**src/rtl/rtc_alarm_pkg.sv**
```systemverilog
package rtc_alarm_pkg;
  localparam int DW        = 8;
  localparam int AW        = 4;
  localparam int MAX_ALARM = 2;
  localparam logic [AW-1:0] ADDR_ALM0  = 4'd8;
  localparam logic [AW-1:0] ADDR_CTRL1 = 4'd14;
  localparam logic [AW-1:0] ADDR_CTRL2 = 4'd15;
  localparam logic [2:0] RATE_SEC   = 3'd1;
  localparam logic [2:0] RATE_MIN   = 3'd2;
  localparam logic [2:0] RATE_HOUR  = 3'd3;
  localparam logic [2:0] RATE_LEVEL = 3'd4;

  // minute on 7 bits, hour on 6 bits, weekday selects a mask bit
  function automatic logic alarm_hit(input logic [6:0] sec, input logic [6:0] min,
                                     input logic [5:0] hour, input logic [2:0] wday,
                                     input logic [7:0] amin, input logic [7:0] ahour,
                                     input logic [6:0] amask);
    logic day_ok;
    day_ok = (wday < 3'd7) ? amask[wday] : 1'b0;
    return (sec == 7'h00) && (min == amin[6:0]) && (hour == ahour[5:0]) && day_ok;
  endfunction

  function automatic logic per_event(input logic [2:0] rate, input logic [6:0] sec,
                                     input logic [6:0] min);
    case (rate)
      RATE_SEC, RATE_LEVEL: return 1'b1;
      RATE_MIN:             return sec == 7'h00;
      RATE_HOUR:            return (sec == 7'h00) && (min == 7'h00);
      default:              return 1'b0;
    endcase
  endfunction
endpackage

```
**src/rtl/rtc_alarm_unit.sv**
```systemverilog
module rtc_alarm_unit
  import rtc_alarm_pkg::*;
#(
  parameter logic [AW-1:0] BASE = ADDR_ALM0
) (
  input  logic          clk,
  input  logic          rst_n,
  input  logic          wr_en,
  input  logic [AW-1:0] wr_addr,
  input  logic [DW-1:0] wr_data,
  input  logic          tick,
  input  logic [6:0]    cur_sec,
  input  logic [6:0]    cur_min,
  input  logic [5:0]    cur_hour,
  input  logic [2:0]    cur_wday,
  input  logic          en_clr,
  input  logic          flag_clr,
  output logic          flag_q,
  output logic          hit,
  output logic [DW-1:0] amin_q,
  output logic [DW-1:0] ahour_q,
  output logic [6:0]    amask_q
);
  localparam logic [AW-1:0] A_MIN  = BASE;
  localparam logic [AW-1:0] A_HOUR = BASE + 4'd1;
  localparam logic [AW-1:0] A_MASK = BASE + 4'd2;

  always_ff @(posedge clk or negedge rst_n) begin
    if (!rst_n) begin
      amin_q  <= '0;
      ahour_q <= '0;
      amask_q <= '0;
    end else if (wr_en) begin
      if (wr_addr == A_MIN)  amin_q  <= wr_data;
      if (wr_addr == A_HOUR) ahour_q <= wr_data;
      if (wr_addr == A_MASK) amask_q <= wr_data[6:0];
    end
  end

  assign hit = tick && alarm_hit(cur_sec, cur_min, cur_hour, cur_wday, amin_q, ahour_q, amask_q);

  // disable wins over a match; a match wins over a flag-clearing write
  always_ff @(posedge clk or negedge rst_n) begin
    if (!rst_n)        flag_q <= 1'b0;
    else if (en_clr)   flag_q <= 1'b0;
    else if (hit)      flag_q <= 1'b1;
    else if (flag_clr) flag_q <= 1'b0;
  end

  assert_hit_sets_flag_R3: assert property (@(posedge clk) disable iff (!rst_n)
    hit && !en_clr |=> flag_q);
  assert_disable_clears_R6: assert property (@(posedge clk) disable iff (!rst_n)
    en_clr |=> !flag_q);
  assert_flag_sticky_R5: assert property (@(posedge clk) disable iff (!rst_n)
    flag_q && !en_clr && !flag_clr |=> flag_q);
  assert_match_beats_clear_R10: assert property (@(posedge clk) disable iff (!rst_n)
    hit && flag_clr && !en_clr |=> flag_q);
endmodule

```
**src/rtl/rtc_periodic_gen.sv**
```systemverilog
module rtc_periodic_gen
  import rtc_alarm_pkg::*;
(
  input  logic       clk,
  input  logic       rst_n,
  input  logic [2:0] rate,
  input  logic       tick,
  input  logic       half_sec,
  input  logic [6:0] cur_sec,
  input  logic [6:0] cur_min,
  input  logic       flag_clr,
  output logic       flag_q,
  output logic       ev,
  output logic       irq_n
);
  assign ev = tick && per_event(rate, cur_sec, cur_min);

  always_ff @(posedge clk or negedge rst_n) begin
    if (!rst_n)        flag_q <= 1'b0;
    else if (ev)       flag_q <= 1'b1;
    else if (flag_clr) flag_q <= 1'b0;
  end

  always_comb begin
    case (rate)
      RATE_LEVEL:                   irq_n = half_sec;
      RATE_SEC, RATE_MIN, RATE_HOUR: irq_n = !flag_q;
      default:                      irq_n = 1'b1;
    endcase
  end

  assert_level_low_R8: assert property (@(posedge clk) disable iff (!rst_n)
    (rate == RATE_LEVEL) && !half_sec |-> !irq_n);
  assert_event_sets_flag_R9: assert property (@(posedge clk) disable iff (!rst_n)
    ev |=> flag_q);
  assert_idle_rate_quiet_R9: assert property (@(posedge clk) disable iff (!rst_n)
    (rate == 3'd0) |-> irq_n);
endmodule

```
**src/rtl/rtc_alarm_irq.sv**
```systemverilog
module rtc_alarm_irq
  import rtc_alarm_pkg::*;
#(
  parameter int NUM_ALARMS = 2
) (
  input  logic          clk,
  input  logic          rst_n,
  input  logic          wr_en,
  input  logic [AW-1:0] wr_addr,
  input  logic [DW-1:0] wr_data,
  input  logic [AW-1:0] rd_addr,
  output logic [DW-1:0] rd_data,
  input  logic          tick_sec,
  input  logic          half_sec,
  input  logic [6:0]    cur_sec,
  input  logic [6:0]    cur_min,
  input  logic [5:0]    cur_hour,
  input  logic [2:0]    cur_wday,
  output logic          irq_alarm_n,
  output logic          irq_per_n
);
  localparam int STRIDE = 3;

  logic [MAX_ALARM-1:0] en_q, en_clr, flag_clr, flag, hit;
  logic [DW-1:0]        amin  [MAX_ALARM];
  logic [DW-1:0]        ahour [MAX_ALARM];
  logic [6:0]           amask [MAX_ALARM];
  logic [2:0]           rate_q;
  logic                 per_flag, per_ev;
  logic                 wr_c1, wr_c2;

  assign wr_c1 = wr_en && (wr_addr == ADDR_CTRL1);
  assign wr_c2 = wr_en && (wr_addr == ADDR_CTRL2);

  always_ff @(posedge clk or negedge rst_n) begin
    if (!rst_n) begin
      en_q   <= '0;
      rate_q <= '0;
    end else if (wr_c1) begin
      for (int i = 0; i < MAX_ALARM; i++) en_q[i] <= (i < NUM_ALARMS) && wr_data[7-i];
      rate_q <= wr_data[2:0];
    end
  end

  for (genvar g = 0; g < MAX_ALARM; g++) begin : g_alarm
    assign en_clr[g]   = wr_c1 && !wr_data[7-g];
    assign flag_clr[g] = wr_c2 && !wr_data[1-g];
    if (g < NUM_ALARMS) begin : g_on
      rtc_alarm_unit #(.BASE(ADDR_ALM0 + 4'(STRIDE * g))) u_alarm (
        .clk(clk), .rst_n(rst_n), .wr_en(wr_en), .wr_addr(wr_addr), .wr_data(wr_data),
        .tick(tick_sec), .cur_sec(cur_sec), .cur_min(cur_min), .cur_hour(cur_hour),
        .cur_wday(cur_wday), .en_clr(en_clr[g]), .flag_clr(flag_clr[g]),
        .flag_q(flag[g]), .hit(hit[g]), .amin_q(amin[g]), .ahour_q(ahour[g]),
        .amask_q(amask[g]));
    end else begin : g_off
      assign flag[g]  = 1'b0;
      assign hit[g]   = 1'b0;
      assign amin[g]  = '0;
      assign ahour[g] = '0;
      assign amask[g] = '0;
    end
  end

  rtc_periodic_gen u_per (
    .clk(clk), .rst_n(rst_n), .rate(rate_q), .tick(tick_sec), .half_sec(half_sec),
    .cur_sec(cur_sec), .cur_min(cur_min), .flag_clr(wr_c2 && !wr_data[2]),
    .flag_q(per_flag), .ev(per_ev), .irq_n(irq_per_n));

  assign irq_alarm_n = !(|(en_q & flag));

  always_comb begin
    rd_data = '0;
    for (int i = 0; i < MAX_ALARM; i++) begin
      if (rd_addr == ADDR_ALM0 + 4'(STRIDE * i))     rd_data = amin[i];
      if (rd_addr == ADDR_ALM0 + 4'(STRIDE * i + 1)) rd_data = ahour[i];
      if (rd_addr == ADDR_ALM0 + 4'(STRIDE * i + 2)) rd_data = {1'b0, amask[i]};
    end
    if (rd_addr == ADDR_CTRL1) rd_data = {en_q[0], en_q[1], 3'b000, rate_q};
    if (rd_addr == ADDR_CTRL2) rd_data = {5'b00000, per_flag, flag[0], flag[1]};
  end

  assert_pin_quiet_when_disabled_R4: assert property (@(posedge clk) disable iff (!rst_n)
    (en_q == '0) |-> irq_alarm_n);
  assert_pin_follows_enabled_flag_R4: assert property (@(posedge clk) disable iff (!rst_n)
    (en_q[0] && flag[0]) |-> !irq_alarm_n);
  assert_per_event_seen_R8: assert property (@(posedge clk) disable iff (!rst_n)
    per_ev |=> per_flag);
endmodule

```
**config.mk**
```make
export PLATFORM = sky130hd
export DESIGN_NAME = rtc_alarm_irq
export DESIGN_NICKNAME = d
export VERILOG_FILES = /design/src/rtl/rtc_alarm_pkg.sv /design/src/rtl/rtc_alarm_unit.sv /design/src/rtl/rtc_periodic_gen.sv /design/src/rtl/rtc_alarm_irq.sv
export SDC_FILE = /design/constraint.sdc
export NUM_CORES = 1
export LEC_CHECK = 0
export BUFFER_PORTS_ARGS = -buffer_cell sky130_fd_sc_hd__buf_2
export CAP_MARGIN = 20
export CORE_AREA = 3 3 112 71
export DETAILED_ROUTE_END_ITERATION = 6
export DIE_AREA = 0 0 115 74
export PLACE_DENSITY = 0.65
export SYNTH_ARGS = -nofsm -noshare
export SYNTH_HDL_FRONTEND = slang
export SYNTH_SLANG_ARGS = --single-unit
export TNS_END_PERCENT = 10
```
**constraint.sdc**
```tcl
create_clock -name clk -period 2.3 [get_ports clk]
set_clock_uncertainty 0.05 [all_clocks]
set_input_delay 0.46 -clock clk [delete_from_list [all_inputs] [get_ports clk]]
set_output_delay 0.46 -clock clk [all_outputs]
set_load 0.05 [all_outputs]
```
==> metrics.md, run 1 <==
| Metric | Value |
|---|---|
| Status | finished clean |
| Worst r2r src | g_alarm[1].g_on.u_alarm.amin_q[2]$_DFFE_PN0P_ |
| Total power | 2.88 mW |
| PwrDens | 780 nW/um^2 |
| Hold Slack | ~61 ps |
| Critical path origin | rd_addr[0] |
| CP required | 1790 ps |
| Final setup viols | 0 |
| Peak VDD IR | 0.378 mV |
| Max Fanout on Critical Path | 4 |
| Number of synthesized flops with an enable pin | 0 |
| Top_reg_cell synth | dfrtp_1 |
| Flops & latches, synth | 54 |
| Die width | 115 um |
| Mapped Cells | 249 |
| Worst-case clock buffer depth | 2 |
| Clock Tree Root | clkbuf_16 |
| Vias | 2334 |
| Post-CTS sizing | 0 |
| Family with the most delay on the worst path | buffers and inverters |
| GPL Wtd Cong | 0.850 |
| Final Critical Period | about 2300 ps |
| RSZ-0062 raised after global routing | true |
| Detail Route Antenna Nets | 0 |
| CP Launch Type | primary input |
| CTS tree | yes |
| Post-Synth Simple-Gate Area | 0.104 |
| Xor and xnor area share after synthesis | 0.0731 |
| Sequential area share after synthesis | 0.434 |
| Drt pass-1 iters | 4 |
| Fin util | 0.521 |
| Port Buf Inserts | between 50 and 60 |
| Final HPWL DP | 6290 um |
| Clock latency at the later pin of the worst-skew pair | 290 ps |
| Syn Area/Cell | 12.5 sq um |
| Diode count | 0 |
| Fillers | 635 |
| Tcrit/Tclk final | 0.990 |
| I/O pin cnt | 54 |
| Cells along the critical path | buf_2 -> buf_4 -> mux4_2 -> inv_1 -> o22ai_1 -> o21a_1 -> buf_2 |
| Row Count | 24 |
| Worst setup path class | in2out |
| Post CTS Setup Buffer Count | 0 |
| Post-synthesis mux area share | 0.313 |
| WL/cell | roughly 21 um |
| Global Route Usage Sum | 0.210 |
| Initial core utilization | 0.439 |
| Worst-path clk slew | 70 ps |
| Initial DRC Count | 160 |
| Post-layout nets | 355 |
| Global-route wire length before repair | around 13000 um |
| CP bufs+invs | 4 |
| Largest net degree at the start of global routing | 37 |
| Clock Sinks | between 50 and 60 |
| Hold crit path type | in2async |
| Syn-to-layout area delta | 18.5% |
| Unique cell type count in the Yosys netlist | 39 |
| GRT Residual Overflow | 0 |
| Vias/cell | a little under 6 |
| FMAX | 439 MHz |
| Syn Std Cell Area | 3110 sq um |
| Synth Warn # | 0 |
| Post-Route WL | 8400 um |
| Core area | approximately 7100 sq um |
| Worst Path Arrival | between 1500 and 2000 ps |
| Largest family of logic cells by synthesized area | multiplexers |
| DRC viols | 0 |
| Initial antenna violation count | 0 |
| Crit. End Element | output port |
| Max Cap Viol | 0 |
| Htree depth | 2 |
| LEAKAGE | 1.68 nW |
| CP most frequent cell | buf_2 |
| Max Slew Vio Count | 0 |
| Post-Syn Nets | between 200 and 300 |
| Die height | 74 um |
| Hold_buf cts | 0 |
| CTS Buf Count | 5 |
| Vias in the first global route | 2305 |
| Synth Area in Compound Gates | 0.0538 |
| Post-Synth Adder-Cell Area | 0 |
| Die Area | approximately 8500 sq um |
| Worst-Margin Slew | 578 ps |
| Crit-path slowest cell | mux4_2 |
| Relative slew margins | 0.615 |
| Post-synth ARST share | 1.00 |
| Final hold violation count | 0 |
| Max incr delay on CP | 490 ps |
| Share of layout cells above drive strength 1 | 0.279 |
-- cells by family after synthesis --
| group | Yosys count |
|---|---|
| compound gates | 25 |
| xor+xnor | 26 |
| buf+inv | 13 |
| flops | 54 |
| mux | 78 |
| simple gates | 53 |
-- area by class of cell --
class | instances | area, sq um | share of cell area
Multi-Input combinational cell | 182 | 1690 | 0.459
Sequential cell | 54 | 1350 | 0.366
Timing Repair Buffer | 64 | 375 | 0.102
Clock buffer | 6 | 129 | 0.0349
Tap cell | 91 | 114 | 0.0308
Inverter | 4 | 15.0 | 0.00407
Clock inverter | 2 | 13.8 | 0.00373
-- layout by cell type, fill, tap and decap left out, types with 2 or more instances in the layout --
master | synthesis | final
nand3_1 | 5 | 5
nand2b_1 | 3 | 3
and2_1 | 3 | 3
mux2i_1 | 13 | 13
dfrtp_1 | 54 | 54
clkbuf_16 | 0 | 5
o21a_1 | 2 | 2
and4b_1 | 2 | 2
mux4_2 | 10 | 10
nor3_1 | 5 | 5
mux2_1 | 54 | 54
nand3b_1 | 2 | 2
nor2b_1 | 6 | 6
nor2_1 | 7 | 7
o31ai_1 | 2 | 2
a211oi_1 | 3 | 3
o22ai_1 | 4 | 4
xor2_1 | 26 | 26
buf_2 | 5 | 52
buf_4 | 0 | 9
o21ai_1 | 5 | 5
nand4_1 | 3 | 3
inv_1 | 4 | 4
nor4_1 | 4 | 4
o211ai_1 | 2 | 2
nand2_1 | 5 | 5
and3b_1 | 2 | 2
buf_12 | 0 | 2
a22oi_1 | 3 | 3
-- path summary, 6_finish.rpt --
path                                                             endpoint  slack [ps]  cells past startpoint
setup / recovery                                               rd_data[6]          20                      7
hold / removal             g_alarm[1].g_on.u_alarm.amask_q[4]$_DFFE_PN0P_          60                      1
setup reg to reg               g_alarm[1].g_on.u_alarm.flag_q$_DFFE_PN0P_         740                      4
hold reg to reg            g_alarm[0].g_on.u_alarm.ahour_q[7]$_DFFE_PN0P_         440                      1
max in group asynchronous  g_alarm[0].g_on.u_alarm.amask_q[0]$_DFFE_PN0P_        1590                      2
min in group clk                                 u_per.flag_q$_DFFE_PN0P_         370                      3
-- registers in the layout, summed over array words and instances (netlist names) --
name,count
en_q,2
g_alarm.g_on.u_alarm.ahour_q,16
g_alarm.g_on.u_alarm.amask_q,14
g_alarm.g_on.u_alarm.amin_q,16
g_alarm.g_on.u_alarm.flag_q,2
rate_q,3
u_per.flag_q,1
-- where the power goes --
group	internal [mW]	total, mW	switching, mW	leakage, nW
logic	0.375	0.755	0.379	0.950
clock network	0.405	0.749	0.344	0.0708
registers	1.16	1.37	0.214	0.662
-- Yosys cell counts (2+ instances only) --
cell type | instances | area, sq um
a211oi_1 | 3 | 22.5
a22oi_1 | 3 | 22.5
and2_1 | 3 | 18.8
and3b_1 | 2 | 17.5
and4b_1 | 2 | 20.0
buf_2 | 5 | 25.0
buf_6 | 2 | 22.5
clkbuf_1 | 2 | 7.51
dfrtp_1 | 54 | 1350
inv_1 | 4 | 15.0
mux2_1 | 54 | 608
mux2i_1 | 13 | 130
mux4_2 | 10 | 225
nand2_1 | 5 | 18.8
nand2b_1 | 3 | 18.8
nand3_1 | 5 | 25.0
nand3b_1 | 2 | 15.0
nand4_1 | 3 | 18.8
nor2_1 | 7 | 26.3
nor2b_1 | 6 | 37.5
nor3_1 | 5 | 25.0
nor4_1 | 4 | 25.0
o211ai_1 | 2 | 15.0
o21a_1 | 2 | 15.0
o21ai_1 | 5 | 25.0
o22ai_1 | 4 | 25.0
o31ai_1 | 2 | 15.0
xor2_1 | 26 | 228
-- worst register-to-register path, cell delays in order (launching register included) --
cell and delay [ps]:
dfrtp_1 430, xor2_1 180, nor4_1 430, nand4_1 160
o31ai_1 220
-- stage by stage --
step	setup TNS (ps)	instance area, sq um	instances	setup slack (ps)
2_1_floorplan	0	3110	249	9.70
3_3_place_gp	0	3550	395	39.5
3_5_place_dp	0	3550	395	25.2
4_1_cts	0	3690	403	15.9
5_1_grt	-132	3690	403	-56.0
6_report	0	3690	403	23.3
-- layer usage --
metal	track usage	wire [um]	vias up
li1	-	-	1061
met4	0.0234	36	0
met1	0.337	4040	1181
met5	0	0	-
met3	0.0455	710	7
met2	0.301	3610	85
Note: power is estimated with default switching activity, not from simulation.
==> inputs of run 2 (changes only) <==
Settings changed: BUFFER_PORTS_ARGS -buffer_cell sky130_fd_sc_hd__buf_2 to default, CORE_AREA 3 3 112 71 to 3 3 115 73, DIE_AREA 0 0 115 74 to 0 0 118 76, DONT_BUFFER_PORTS from default to 1, PLACE_DENSITY 0.65 to default, SYNTH_HIERARCHICAL from default to 1.
==> run 2 against run 1 <==
Effect of this change: die area rose by 5.4%; non-clock buffer count is 51 lower; critical endpoint is now rd_data[2]; area after synthesis rose by 3.0%; synthesized cell count increased by 5.2%; sequential power hardly changed; global-route usage is 1.2 points lower; setup slack improved by 100 ps; first-iteration DRC count is 8.8% lower; via count decreased by 4.7%; maximum frequency grew 4.7%; utilization decreased by 3.2 points.
==> metrics.md, run 2 <==
| Metric | Value |
|---|---|
| Status | finished clean |
| Die width | 118 um (+2.6%) |
| DRC viols | 0 (unchanged) |
| Worst-case clock buffer depth | 2 (unchanged) |
| CP Launch Type | flip-flop |
| Min-delay src | wr_data[2] |
| Tcrit/Tclk final | 0.946 (-0.0442) |
| Worst-Margin Slew | 689 ps (+112 ps) |
| Switching Share | 0.291 (-0.0343) |
| Worst-path clk slew | 70 ps (about the same) |
| Fin util | 0.489 (-0.0323) |
| Detail Route Antenna Nets | 0 (unchanged) |
| Initial core utilization | 0.439 (about the same) |
| CTS Buf Count | 5 (unchanged) |
| Fillers | 666 (+4.9%) |
| LEAKAGE | 1.49 nW (-11%) |
| Worst r2r src | g_alarm[1].g_on.u_alarm/ahour_q[0]$_DFFE_PN0P_ |
| Top flop regs | g_alarm.g_on.u_alarm/ahour_q: 16 flops, g_alarm.g_on.u_alarm/amin_q: 16 flops, g_alarm.g_on.u_alarm/amask_q: 14 flops |
| Clock power frac | 0.288 (+0.028) |
| Clock Tree Root | clkbuf_16 |
| Post-Route WL | 8550 um (+1.8%) |
| Sequential share of power | 0.471 (-0.007) |
| Synth Warn # | 6 (+6) |
| Global-route wire length before repair | 13500 um (+2.0%) |
| Crit. End Element | output port |
| Core area | 7300 sq um (+3.0%) |
| Initial antenna violation count | 0 (unchanged) |
| Syn Std Cell Area | 3210 sq um (+3.0%) |
| Final hold violation count | 0 (unchanged) |
| PwrDens | 823 nW/um^2 (+5.6%) |
| Die Area | 8970 sq um (+5.4%) |
| Initial DRC Count | 146 (-8.8%) |
| Place WS | 335 ps (+309 ps) |
| R2R Setup Slk | 700 ps (-40 ps) |
| GRT Residual Overflow | 0 (unchanged) |
| Final Critical Period | 2180 ps (-102 ps) |
| Post CTS Setup Buffer Count | 0 (unchanged) |
| I/O pin cnt | 54 (unchanged) |
| Port Buf Inserts | 0 (-100%) |
| Vias | 2224 (-4.7%) |
| Max Fanout on Critical Path | 3 (-1) |
| Global Route Usage Sum | 0.198 (-0.0122) |
| Share of layout cells above drive strength 1 | 0.333 (+0.0545) |
| Final setup viols | 0 (unchanged) |
| Syn Area/Cell | 12.2 sq um (-2.1%) |
| Row Count | 24 (unchanged) |
| Peak VDD IR | 0.349 mV (-7.8%) |
| WL/cell | 22.5 um (+8.0%) |
| Max Cap Viol | 0 (unchanged) |
| GPL Wtd Cong | 0.831 (-2.2%) |
| Syn-to-layout area delta | 11.2% |
| Reg-to-reg endpoint | g_alarm[1].g_on.u_alarm/flag_q$_DFFE_PN0P_ |
| Clock Sinks | 54 (unchanged) |
| Post-Syn Nets | 306 (+4.4%) |
| RSZ-0062 raised after global routing | false |
| Htree depth | 2 (unchanged) |
| Total power | 2.93 mW (+1.9%) |
| Largest net degree at the start of global routing | 55 (+49%) |
| Diode count | 0 (unchanged) |
| Clock latency at the later pin of the worst-skew pair | 290 ps (about the same) |
| Drt pass-1 iters | 4 (unchanged) |
| CTS tree | yes |
| Final HPWL DP | 6420 um (+2.1%) |
| Comb pwr share | 0.241 (-0.021) |
| Hold crit path type | in2reg |
| Hold endpoint | g_alarm[0].g_on.u_alarm/ahour_q[2]$_DFFE_PN0P_ |
| Sw Pwr | 0.855 mW (-8.8%) |
| P_int | 2.08 mW (+7.1%) |
| Die height | 76 um (+2.7%) |
| FF-to-FF path depth | 4 (unchanged) |
| Dpl cells | 370 (-6.3%) |
| Non-Filler Instances | 380 (-5.7%) |
| Most frequent cells in the layout | mux2_2, dfrtp_1, xor2_1 |
| CP required | 1790 ps (about the same) |
| Slack of the critical path | 125 ps (+102 ps) |
| Mapped Cells | 262 (+5.2%) |
| Hold-critical path depth | 1 |
| Vias in the first global route | 2237 (-3.0%) |
| FMAX | 460 MHz (+4.7%) |
| Relative slew margins | 0.536 (-0.0788) |
| Vias/cell | 5.85 (+1.1%) |
| Worst setup path class | reg2out |
| Worst Path Arrival | 1670 ps (-100 ps) |
| Post-layout nets | 319 (-10%) |
| Max Slew Vio Count | 0 (unchanged) |
## run 2: final cells by class
cell class / instances / area [sq um] / area share
multi-input combinational: 196 / 1780 / 0.500
sequential: 54 / 1350 / 0.379
clock buffer: 7 / 133 / 0.0372
tap: 104 / 130 / 0.0365
timing repair buffer: 13 / 120 / 0.0337
clock inverter: 1 / 30.0 / 0.00842
inverter: 5 / 18.8 / 0.00527
## run 2: worst max path at each step
stage	start	endpoint	slack (ps)
final	g_alarm[0].g_on.u_alarm/amin_q[2]$_DFFE_PN0P_	rd_data[2]	120
after global routing	g_alarm[0].g_on.u_alarm/amask_q[1]$_DFFE_PN0P_	rd_data[1]	40
after floorplan	rd_addr[0]	rd_data[2]	-90
after detailed placement	rd_addr[0]	rd_data[2]	330
after CTS	g_alarm[1].g_on.u_alarm/amin_q[2]$_DFFE_PN0P_	rd_data[2]	70
after global placement	rd_addr[0]	rd_data[2]	310
## run 2: through the flow
stage	setup TNS (ps)	instance area (sq um)	hold WS [ps]
final	0	3560	263
after global routing	0	3560	256
after CTS	0	3560	262
after detailed placement	0	3360	117
after global placement	0	3360	117
after floorplan	-151	3210	114
## run 2: worst max-delay path, stage by stage (launching register included)
cell and delay, ps:
dfrtp_1 430, mux4_2 480, o21ai_1 160, o2bb2ai_1 100
buf_4 200
## run 2: per-layer routing
| layer | part of all wire | vias up | routed length (um) | track usage |
|---|---|---|---|---|
| met3 | 0.12 | 7 | 992 | 0.0556 |
| met5 | 0 | - | 0 | 0 |
| met4 | 0.0089 | 0 | 76 | 0.0386 |
| met2 | 0.40 | 94 | 3460 | 0.264 |
| met1 | 0.47 | 1116 | 4020 | 0.315 |
| li1 | - | 1007 | - | - |
## run 2: power groups by stage
stage | combinational (mW) | clock [mW] | sequential [mW]
6_report | 0.707 | 0.845 | 1.38
4_1_cts | 0.712 | 0.861 | 1.38
3_3_place_gp | 0.668 | 0 | 1.40
5_1_grt | 0.773 | 0.903 | 1.41
2_1_floorplan | 0.598 | 0 | 1.31
3_5_place_dp | 0.682 | 0 | 1.40
## run 2: repair_timing
| item | CTS | global route |
|---|---|---|
| setup endpoints to repair | 0 | 1 |
| hold buffers | 2 | 0 |
| gates resized for setup | 0 | 1 |
| endpoints found under the hold margin | 54 | 0 |
